### config.mk
export PLATFORM = sky130hd
export DESIGN_NAME = rll17_encoder
export DESIGN_NICKNAME = d
export VERILOG_FILES = /design/src/rtl/rll17_pkg.sv /design/src/rtl/rll17_code_table.sv /design/src/rtl/rll17_state_reg.sv /design/src/rtl/rll17_serializer.sv /design/src/rtl/rll17_encoder.sv
export SDC_FILE = /design/constraint.sdc
export NUM_CORES = 1
export LEC_CHECK = 0
export BUFFER_PORTS_ARGS = -buffer_cell sky130_fd_sc_hd__buf_2
export CORE_AREA = 2 2 39 41
export DETAILED_ROUTE_END_ITERATION = 16
export DIE_AREA = 0 0 41 43
export SYNTH_ARGS = -nofsm -noshare
export SYNTH_HDL_FRONTEND = slang
export SYNTH_SLANG_ARGS = --single-unit
### constraint.sdc
create_clock -name clk -period 1.3 [get_ports clk]
set_clock_uncertainty 0.1 [all_clocks]
set_input_delay 0.325 -clock clk [delete_from_list [all_inputs] [get_ports clk]]
set_output_delay 0.325 -clock clk [all_outputs]
set_load 0.02 [all_outputs]
### src/rtl/rll17_pkg.sv
// Shared types and constants for the (1,7) write encoder.
// Assumes a 2-bit symbol and a 3-bit code group (rate 2/3).
package rll17_pkg;
    localparam int SYM_W   = 2;
    localparam int GRP_W   = 3;
    localparam int N_ST    = 5;
    localparam int ST_W    = $clog2(N_ST);
    localparam int K_MAX   = 7;

    typedef enum logic [ST_W-1:0] {
        ST0 = 3'd0,
        ST1 = 3'd1,
        ST2 = 3'd2,
        ST3 = 3'd3,
        ST4 = 3'd4
    } enc_st_t;

    typedef struct packed {
        logic [GRP_W-1:0] grp;
        enc_st_t          nxt;
    } enc_step_t;
endpackage

### src/rtl/rll17_code_table.sv
// Combinational code table: maps (state, symbol) to a code group and next state.
// Assumes the state input is one of the five legal states.
module rll17_code_table
    import rll17_pkg::*;
(
    input  enc_st_t          cur_st,
    input  logic [SYM_W-1:0] sym,
    output enc_step_t        step
);
    enc_st_t nxt_low;

    // Next state shared by states 0..2: depends on the symbol only.
    always_comb begin
        case (sym)
            2'd0:    nxt_low = ST0;
            2'd1:    nxt_low = ST2;
            2'd2:    nxt_low = ST4;
            default: nxt_low = ST3;
        endcase
    end

    // Group and next-state selection per current state.
    always_comb begin
        step.grp = '0;
        step.nxt = ST0;
        case (cur_st)
            ST0: begin step.grp = 3'b010; step.nxt = nxt_low; end
            ST1: begin step.grp = 3'b000; step.nxt = nxt_low; end
            ST2: begin step.grp = 3'b100; step.nxt = nxt_low; end
            ST3, ST4: begin
                if (sym == 2'd3) begin
                    step.grp = (cur_st == ST3) ? 3'b100 : 3'b010;
                    step.nxt = ST1;
                end else begin
                    step.grp = (cur_st == ST3) ? 3'b101 : 3'b001;
                    case (sym)
                        2'd0:    step.nxt = ST0;
                        2'd1:    step.nxt = ST1;
                        default: step.nxt = ST4;
                    endcase
                end
            end
            default: begin step.grp = '0; step.nxt = ST0; end
        endcase
    end
endmodule

### src/rtl/rll17_state_reg.sv
// Encoder state register. Advances on each accepted symbol; cleared by a
// closed gate or bypass. Assumes a synchronous active-low reset.
module rll17_state_reg
    import rll17_pkg::*;
(
    input  logic    clk,
    input  logic    rst_n,
    input  logic    clear,
    input  logic    advance,
    input  enc_st_t nxt_st,
    output enc_st_t cur_st
);
    // Hold, clear or advance the encoder state.
    always_ff @(posedge clk) begin
        if (!rst_n || clear) cur_st <= ST0;
        else if (advance)    cur_st <= nxt_st;
    end

    p_state_legal_r3: assert property (@(posedge clk) disable iff (!rst_n)
        cur_st inside {ST0, ST1, ST2, ST3, ST4});
    p_clear_to_zero_r5: assert property (@(posedge clk) disable iff (!rst_n)
        clear |=> cur_st == ST0);
endmodule

### src/rtl/rll17_serializer.sv
// Group shifter: loads a code group at a group boundary and sends it MSB
// first, one bit per enable; in bypass it forwards a raw bit instead.
// Assumes load is only raised on an enable at a boundary.
module rll17_serializer
    import rll17_pkg::*;
#(
    parameter int GW = GRP_W
) (
    input  logic          clk,
    input  logic          rst_n,
    input  logic          gate,
    input  logic          en,
    input  logic          bypass,
    input  logic          load,
    input  logic [GW-1:0] grp,
    input  logic          raw_bit,
    output logic          bit_out,
    output logic          at_boundary
);
    localparam int CW = (GW > 1) ? $clog2(GW) : 1;
    localparam logic [CW-1:0] LAST = CW'(GW - 1);

    logic [CW-1:0] pos;
    logic [GW-1:0] shreg;

    assign at_boundary = (pos == '0);

    // Bit position, shift register and output bit.
    always_ff @(posedge clk) begin
        if (!rst_n || !gate) begin
            pos     <= '0;
            shreg   <= '0;
            bit_out <= 1'b0;
        end else if (bypass) begin
            pos   <= '0;
            shreg <= '0;
            if (en) bit_out <= raw_bit;
        end else if (en) begin
            if (at_boundary) begin
                if (load) begin
                    bit_out <= grp[GW-1];
                    shreg   <= grp << 1;
                    pos     <= CW'(1);
                end else begin
                    bit_out <= 1'b0;
                end
            end else begin
                bit_out <= shreg[GW-1];
                shreg   <= shreg << 1;
                pos     <= (pos == LAST) ? '0 : pos + CW'(1);
            end
        end
    end

    p_pos_range_r2: assert property (@(posedge clk) disable iff (!rst_n)
        pos <= LAST);
    p_gate_zero_r6: assert property (@(posedge clk) disable iff (!rst_n)
        !gate |=> !bit_out && at_boundary);
    p_bypass_lsb_r9: assert property (@(posedge clk) disable iff (!rst_n)
        gate && bypass && en |=> bit_out == $past(raw_bit));
    p_hold_r10: assert property (@(posedge clk) disable iff (!rst_n)
        gate && !bypass && !en |=> $stable(bit_out) && $stable(pos));
endmodule

### src/rtl/rll17_encoder.sv
// Top of the rate 2/3 (1,7) write encoder. Ties the code table, state
// register and group shifter together and tracks run lengths for checking.
// Assumes sym_valid is raised only on an enable at a group boundary.
module rll17_encoder
    import rll17_pkg::*;
(
    input  logic             clk,
    input  logic             rst_n,
    input  logic             wr_gate,
    input  logic             code_en,
    input  logic             sym_valid,
    input  logic [SYM_W-1:0] sym_in,
    input  logic             bypass,
    output logic             code_out
);
    localparam int ZW = $clog2(K_MAX + 2) + 1;

    enc_st_t   cur_st;
    enc_step_t step;
    logic      at_boundary;
    logic      load;
    logic      clear_st;

    assign load     = wr_gate && code_en && !bypass && at_boundary && sym_valid;
    assign clear_st = !wr_gate || bypass;

    rll17_code_table u_table (
        .cur_st (cur_st),
        .sym    (sym_in),
        .step   (step)
    );

    rll17_state_reg u_state (
        .clk     (clk),
        .rst_n   (rst_n),
        .clear   (clear_st),
        .advance (load),
        .nxt_st  (step.nxt),
        .cur_st  (cur_st)
    );

    rll17_serializer #(.GW(GRP_W)) u_ser (
        .clk         (clk),
        .rst_n       (rst_n),
        .gate        (wr_gate),
        .en          (code_en),
        .bypass      (bypass),
        .load        (load),
        .grp         (step.grp),
        .raw_bit     (sym_in[0]),
        .bit_out     (code_out),
        .at_boundary (at_boundary)
    );

    // Run-length tracking of the encoded stream, used only by the checks below.
    logic          bit_evt;
    logic          bit_evt_d;
    logic          underrun;
    logic          last_one;
    logic [ZW-1:0] zrun;

    assign bit_evt  = wr_gate && code_en && !bypass && (!at_boundary || sym_valid);
    assign underrun = wr_gate && code_en && !bypass && at_boundary && !sym_valid;

    // Record the last emitted encoded bit and the current zero run.
    always_ff @(posedge clk) begin
        if (!rst_n || !wr_gate || bypass || underrun) begin
            bit_evt_d <= 1'b0;
            last_one  <= 1'b0;
            zrun      <= '0;
        end else begin
            bit_evt_d <= bit_evt;
            if (bit_evt_d) begin
                last_one <= code_out;
                zrun     <= code_out ? '0 : ((zrun == '1) ? zrun : zrun + ZW'(1));
            end
        end
    end

    p_no_adjacent_ones_r8: assert property (@(posedge clk) disable iff (!rst_n)
        bit_evt_d && wr_gate && !bypass |-> !(last_one && code_out));
    p_zero_run_r8: assert property (@(posedge clk) disable iff (!rst_n)
        bit_evt_d && wr_gate && !bypass |-> code_out || (zrun < ZW'(K_MAX)));
    p_sym_aligned_r2: assert property (@(posedge clk) disable iff (!rst_n)
        wr_gate && code_en && sym_valid && !bypass |-> at_boundary);
endmodule

# Yosys cells after proc, flatten, opt, wreduce, memory -nomap -nowiden
# Index checks and enable logic that the tools add are counted.
[totals]
wordCells = 46
reg_bits = 9
mem_bits_rw = 0
in_bits = 8
mem_bits_ro = 0
latch_bits = 0
memories = 0
output_inout_bits = 1
[classes]
muxes = 16
eq_ne = 9
div = 0
addsub = 1
bitwise_logic = 0
n_shift = 0
n_lt_le_gt_ge = 0
n_reduce_logical = 16
multipliers = 0
[op_table]
columns = ["cell", "count"]
rows = [
  ["6-bit one-hot mux with 4 select lines", 1],
  ["3-bit two-way mux", 4],
  ["3-bit one-hot mux with 3 select lines", 1],
  ["2-bit == test, second input constant", 3],
  ["3-bit by 2-bit == test with 1-bit output, second input constant", 2],
  ["2-bit two-way mux", 3],
  ["6-bit two-way mux", 1],
  ["3-bit one-hot mux with 2 select lines", 1],
  ["1-bit two-way mux", 5],
  ["1-bit logical AND", 4],
  ["2-bit logical NOT", 2],
  ["2-bit OR reduction", 2],
  ["3-bit by 1-bit == test with 1-bit output, second input constant", 1],
  ["3-bit == test, second input constant", 1],
  ["1-bit logical NOT", 3],
  ["3-bit logical NOT", 1],
  ["1-bit logical OR", 3],
  ["2-bit by 1-bit adder with 2-bit output, second input constant", 1],
  ["2-bit by 1-bit == test with 1-bit output, second input constant", 1],
  ["2-bit by 1-bit != test with 1-bit output, second input constant", 1],
  ["2-bit AND reduction", 1],
]

# Longest topological paths before layout
[logic_depth]
depth_word = 8
ltp_mapped = 4
depth_no_buf = 3

# Hierarchy
# A second synthesis with hierarchy kept.
[unflattened]
hier_cells = 53
area_unflattened_um2 = 467.9
[by_module_without_submodules]
columns = ["mod", "seq_area_each_um2", "area_per_inst_um2", "instances", "cells_each"]
rows = [
  ["rll17_serializer", 100.1, 252.7, 1, 29],
  ["rll17_state_reg", 60.1, 107.6, 1, 10],
  ["rll17_code_table", 0.0, 82.6, 1, 11],
  ["rll17_encoder", 0.0, 25.0, 1, 3],
]

# Worst setup path after synthesis
# Ideal clock, no wire load.
[synth_path]
path_type = "input to register"
startpoint = "in wr_gate"
endpoint = "reg u_state.cur_st[0]"
path_buffers = 1
setup_time_ns = 0.117
t_arrival_ns = 1.021
cell_stages = 4
t_required_ns = 1.083
slack_ns = 0.061
path_cell_list = "and4b_1 > clkbuf_2 > and4_1 > a32o_1"
[synth_via]
elab_chain_cells = 4
word_cells_on_any_way = 7
classes_between = "reduce/logical: 7"
[synth_lines]
columns = ["element", "line_no", "rtl"]
rows = [
  ["from (decl)", "rll17_encoder.sv:9", "input logic wr_gate,"],
  ["1-bit logical AND (3 in a row)", "--", ""],
  ["1-bit logical AND", "rll17_encoder.sv:24", "assign load = wr_gate && code_en && !bypass && at_boundary && sym_valid;"],
  ["to (signal assigned)", "rll17_state_reg.sv:16", "else if (advance) cur_st <= nxt_st;"],
  ["to (decl)", "rll17_state_reg.sv:11", "output enc_st_t cur_st"],
]
# Several ways; a longest one is shown, not always the timed one.
# A chain may end at the register's enable or synchronous reset.

# Worst setup path in the final report
[layout_path]
startpoint = "reg u_ser.pos[1]"
endpoint = "reg u_ser.shreg[2]"
[layout_via]
elab_chain_cells = 5
word_cells_on_any_way = 6
classes_between = "eq/ne: 1; mux: 1; reduce/logical: 4"
[layout_lines]
columns = ["element", "line_no", "rtl"]
rows = [
  ["from (decl)", "rll17_serializer.sv:23", "logic [CW-1:0] pos;"],
  ["from (signal assigned)", "rll17_serializer.sv:50", "pos <= (pos == LAST) ? '0 : pos + CW'(1);"],
  ["2-bit logical NOT *", "rll17_serializer.sv:26", "assign at_boundary = (pos == '0);"],
  ["1-bit logical AND", "--", ""],
  ["1-bit logical AND", "rll17_encoder.sv:24", ""],
  ["2-bit by 1-bit != test with 1-bit output (no source line)", "--", ""],
  ["2-bit AND reduction (no source line)", "--", ""],
  ["to (signal assigned)", "rll17_serializer.sv:42", "shreg <= grp << 1;"],
  ["to (signal assigned)", "rll17_serializer.sv:49", "shreg <= shreg << 1;"],
  ["to (decl)", "rll17_serializer.sv:24", "logic [GW-1:0] shreg;"],
]
# Mark *: on every way between the ends. The rest lies on a longest branch, timed or not.

==> metrics.md <==
| Metric | Value |
|---|---|
| Largest family of logic cells by synthesized area | `simple AND/OR/NAND/NOR gates` |
| CP Launch Type | `register` |
| Initial Util | `0.3345` |
| VDD IR max | `0.4733 mV` |
| Reg-to-reg endpoint | `u_ser.shreg[2]` |
| Worst Reg2Reg Path Length in Cells | `3` |
| Hold slack | `0.2559 ns` |
| Max Slew Vio Count | `0` |
| Share of cells above drive strength 1 | `0.3718` |
| WHS Endpoint | `u_ser.bit_out` |
| Syn Nets | `63` |
| Drt total wl | `1174 um` |
| Routability congestion estimate | `0.8517` |
| Die extent in x | `41 um` |
| H-tree depth | `1` |
| Total power | `496.8 uW` |
| Critical Path Max Stage Delay | `0.38 ns` |
| Rows | `14` |
| CTS root buf | `clkbuf_4` |
| Die area | `1763 um^2` |
| Highest metal used | `met4` |
| Synth cell types | `26` |
| Worst rel slew slack | `0.7851` |
| CORE AREA | `1384 um^2` |
| Most common cell after layout, fill and taps aside | `buf_4` |
| Max frequency | `794.1 MHz` |
| Vias in the first global route | `456` |
| Met2 wire len | `521 um` |
| DP HPWL | `921.3 um` |
| R2r setup slk | `0.04 ns` |
| Worst hold start | `rst_n` |
| ANT cells | `0` |
| DR vias | `513` |
| Crit path max-delay cell type | `o41a_1` |
| Via density | `5.457` |
| Worst Hold Depth | `3` |
| Clk_lat worst skew | `0.25 ns` |
| CTS Buf Count | `3` |
| GRT Resource Usage Total | `0.1576` |
| Worst r2r src | `u_ser.pos[1]` |
| Utilization after layout | `0.4656` |
| Pre-antenna DRT Iters | `4` |
| Largest net degree at the start of global routing | `7` |
| Initial antenna violation count | `0` |
| DRC errors left | `0` |
| First-pass GRT wire length | `1828 um` |
| Flops & latches, synth | `8` |
| YS warnings | `0` |
| Hold Crit Class | `primary input to register` |
| Setup CP Type | `register to register` |
| Final Setup Violations | `0` |
| Met3 WL | `61 um` |
| Clock Tree Buf Depth | `2` |
| Syn-to-layout area delta | `39.19%` |
| Multi-input gate area | `296.5 um^2` |
| Worst-path maximum fanout | `3` |
| CP Cell Sequence | `or2_4 > o41a_1 > a21oi_2` |
| RSZ-0062 raised after global routing | `false` |
| Critical Path RT | `1.39 ns` |
| Crit end category | `register` |
| WL/cell | `12.49 um` |
| Number of cells on the critical path | `3` |
| CTS tree | `built` |
| Xor/xnor cell area share of the yosys netlist | `0` |
| Final worst path period share | `0.9687` |
| Worst path buffer plus inverter count | `0` |
| Register area | `160.2 um^2` |
| Syn_area_per_cell | `8.417 um^2` |
| Compound-Gate Fraction of Synth Area | `0.3054` |
| # IOs | `9` |
| Post-synthesis adder-cell area fraction | `0` |
| Filler cell count | `155` |
| Data arrival, critical path | `1.35 ns` |
| Simple-gate area share of the yosys netlist | `0.3216` |
| Final hold vios | `0` |
| Post-Syn Area | `462.9 um^2` |
| Met1 Wirelength | `580 um` |
| Post-route ant nets | `0` |
| CP delay by family, top | `compound AO/OA/AOI/OAI gates` |
| Fin crit period | `1.259 ns` |
| Max-cap violations | `0` |
| Mux cell area share after synthesis | `0` |
| NumNets Final | `88` |
| Commonest non-fill, non-tap cells in the layout | `buf_4, buf_2, dfxtp_1` |
| Lkg Pwr | `0.0002754 uW` |
| Die Y | `43 um` |
| Grt total ovfl | `0` |
| Post-synthesis sequential area ratio | `0.3459` |
| First DRT Iteration DRCs | `6` |
| Pwr Density | `770.9 nW/um^2` |
| Clk slew on worst S/H paths | `0.05 ns` |
| Run status | `finished clean` |
| Clock Sinks | `8` |
| PortBufs | `8` |
| Cell count after synthesis | `55` |
| Least-Margin Pin Slew | `0.3189 ns` |
worst register-to-register path, stage by stage (launching register included):
cell and delay (ns):
dfxtp_1 0.34, or2_4 0.27, o41a_1 0.38, a21oi_2 0.12
what timing repair did:
action	4_1_cts	5_1_grt
setup buffers	0	0
endpoints found under the setup margin	0	3
hold buffers	0	0
gates resized for setup	0	2
final cells by class:
cell class,count,area share
Inverter,2,0.01165
Tap cell,16,0.03107
Sequential cell,8,0.2485
Timing Repair Buffer,21,0.2136
Multi-Input combinational cell,44,0.4602
Clock buffer,3,0.03495
cell families (layout without fill, tap and decap cells):
group                  Yosys count  in the layout
AOI/OAI and AO/OA               22             22
buffers and inverters            3             26
DFF                              8              8
and+or+nand+nor                 22             22
sequential cells by signal, summed over array words and instances (netlist names):
register,flops
u_ser.pos,2
u_ser.shreg,2
u_state.cur_st,3
u_ser.bit_out,1
layer usage:
metal / up-vias / track usage
met5: - / 0
met4: 0 / 0.08000
met3: 2 / 0.06283
met2: 11 / 0.2344
met1: 238 / 0.1865
li1: 262 / -
synth_stat cells:
cell | n | share of area
a32o_1 | 1 | 0.022
o21a_1 | 1 | 0.016
inv_1 | 2 | 0.016
nor2_1 | 2 | 0.016
o2111ai_1 | 1 | 0.019
or2_4 | 1 | 0.019
or3b_2 | 1 | 0.019
a221oi_1 | 1 | 0.019
a21oi_1 | 8 | 0.086
nand4b_1 | 2 | 0.038
o41a_1 | 1 | 0.024
clkbuf_2 | 1 | 0.011
a41o_1 | 1 | 0.022
o21ai_0 | 6 | 0.065
nor4_1 | 1 | 0.014
a21boi_0 | 1 | 0.016
nand4_1 | 2 | 0.027
and3b_2 | 1 | 0.022
and3b_1 | 1 | 0.019
nand3b_1 | 3 | 0.049
o31ai_1 | 1 | 0.016
nand2_1 | 4 | 0.032
dfxtp_1 | 8 | 0.35
and4_1 | 1 | 0.019
and4b_1 | 1 | 0.022
nor2b_1 | 2 | 0.027
metrics by stage:
stage               area [um^2]  std cells  setup WS (ns)  TNS [ns]
finish                    644.4         94        0.04072         0
global route              644.4         94       0.001430         0
CTS                       638.1         94        0.03449         0
detailed placement        615.6         91       -0.06610   -0.1457
global placement          615.6         91       -0.03780  -0.06903
floorplan                 462.9         55        0.06144         0
worst max-delay path by stage:
| stage | to | slack (ns) | from |
|---|---|---|---|
| after floorplan | u_state.cur_st[0] | 0.06 | wr_gate |
| after global placement | u_state.cur_st[0] | -0.04 | bypass |
| after global routing | u_ser.shreg[2] | 0.001 | u_ser.pos[1] |
| final | u_ser.shreg[2] | 0.04 | u_ser.pos[1] |
| after CTS | u_ser.shreg[2] | 0.03 | u_ser.pos[1] |
| after detailed placement | u_state.cur_st[0] | -0.07 | bypass |
where the power goes:
part	switching (uW)	leakage [uW]	internal (uW)
Combinational	29.0	0.000197	29.2
Sequential	1.40	0.0000645	247
Clock	84.5	0.0000138	106
No activity file was read; power rests on OpenSTA's default activity.
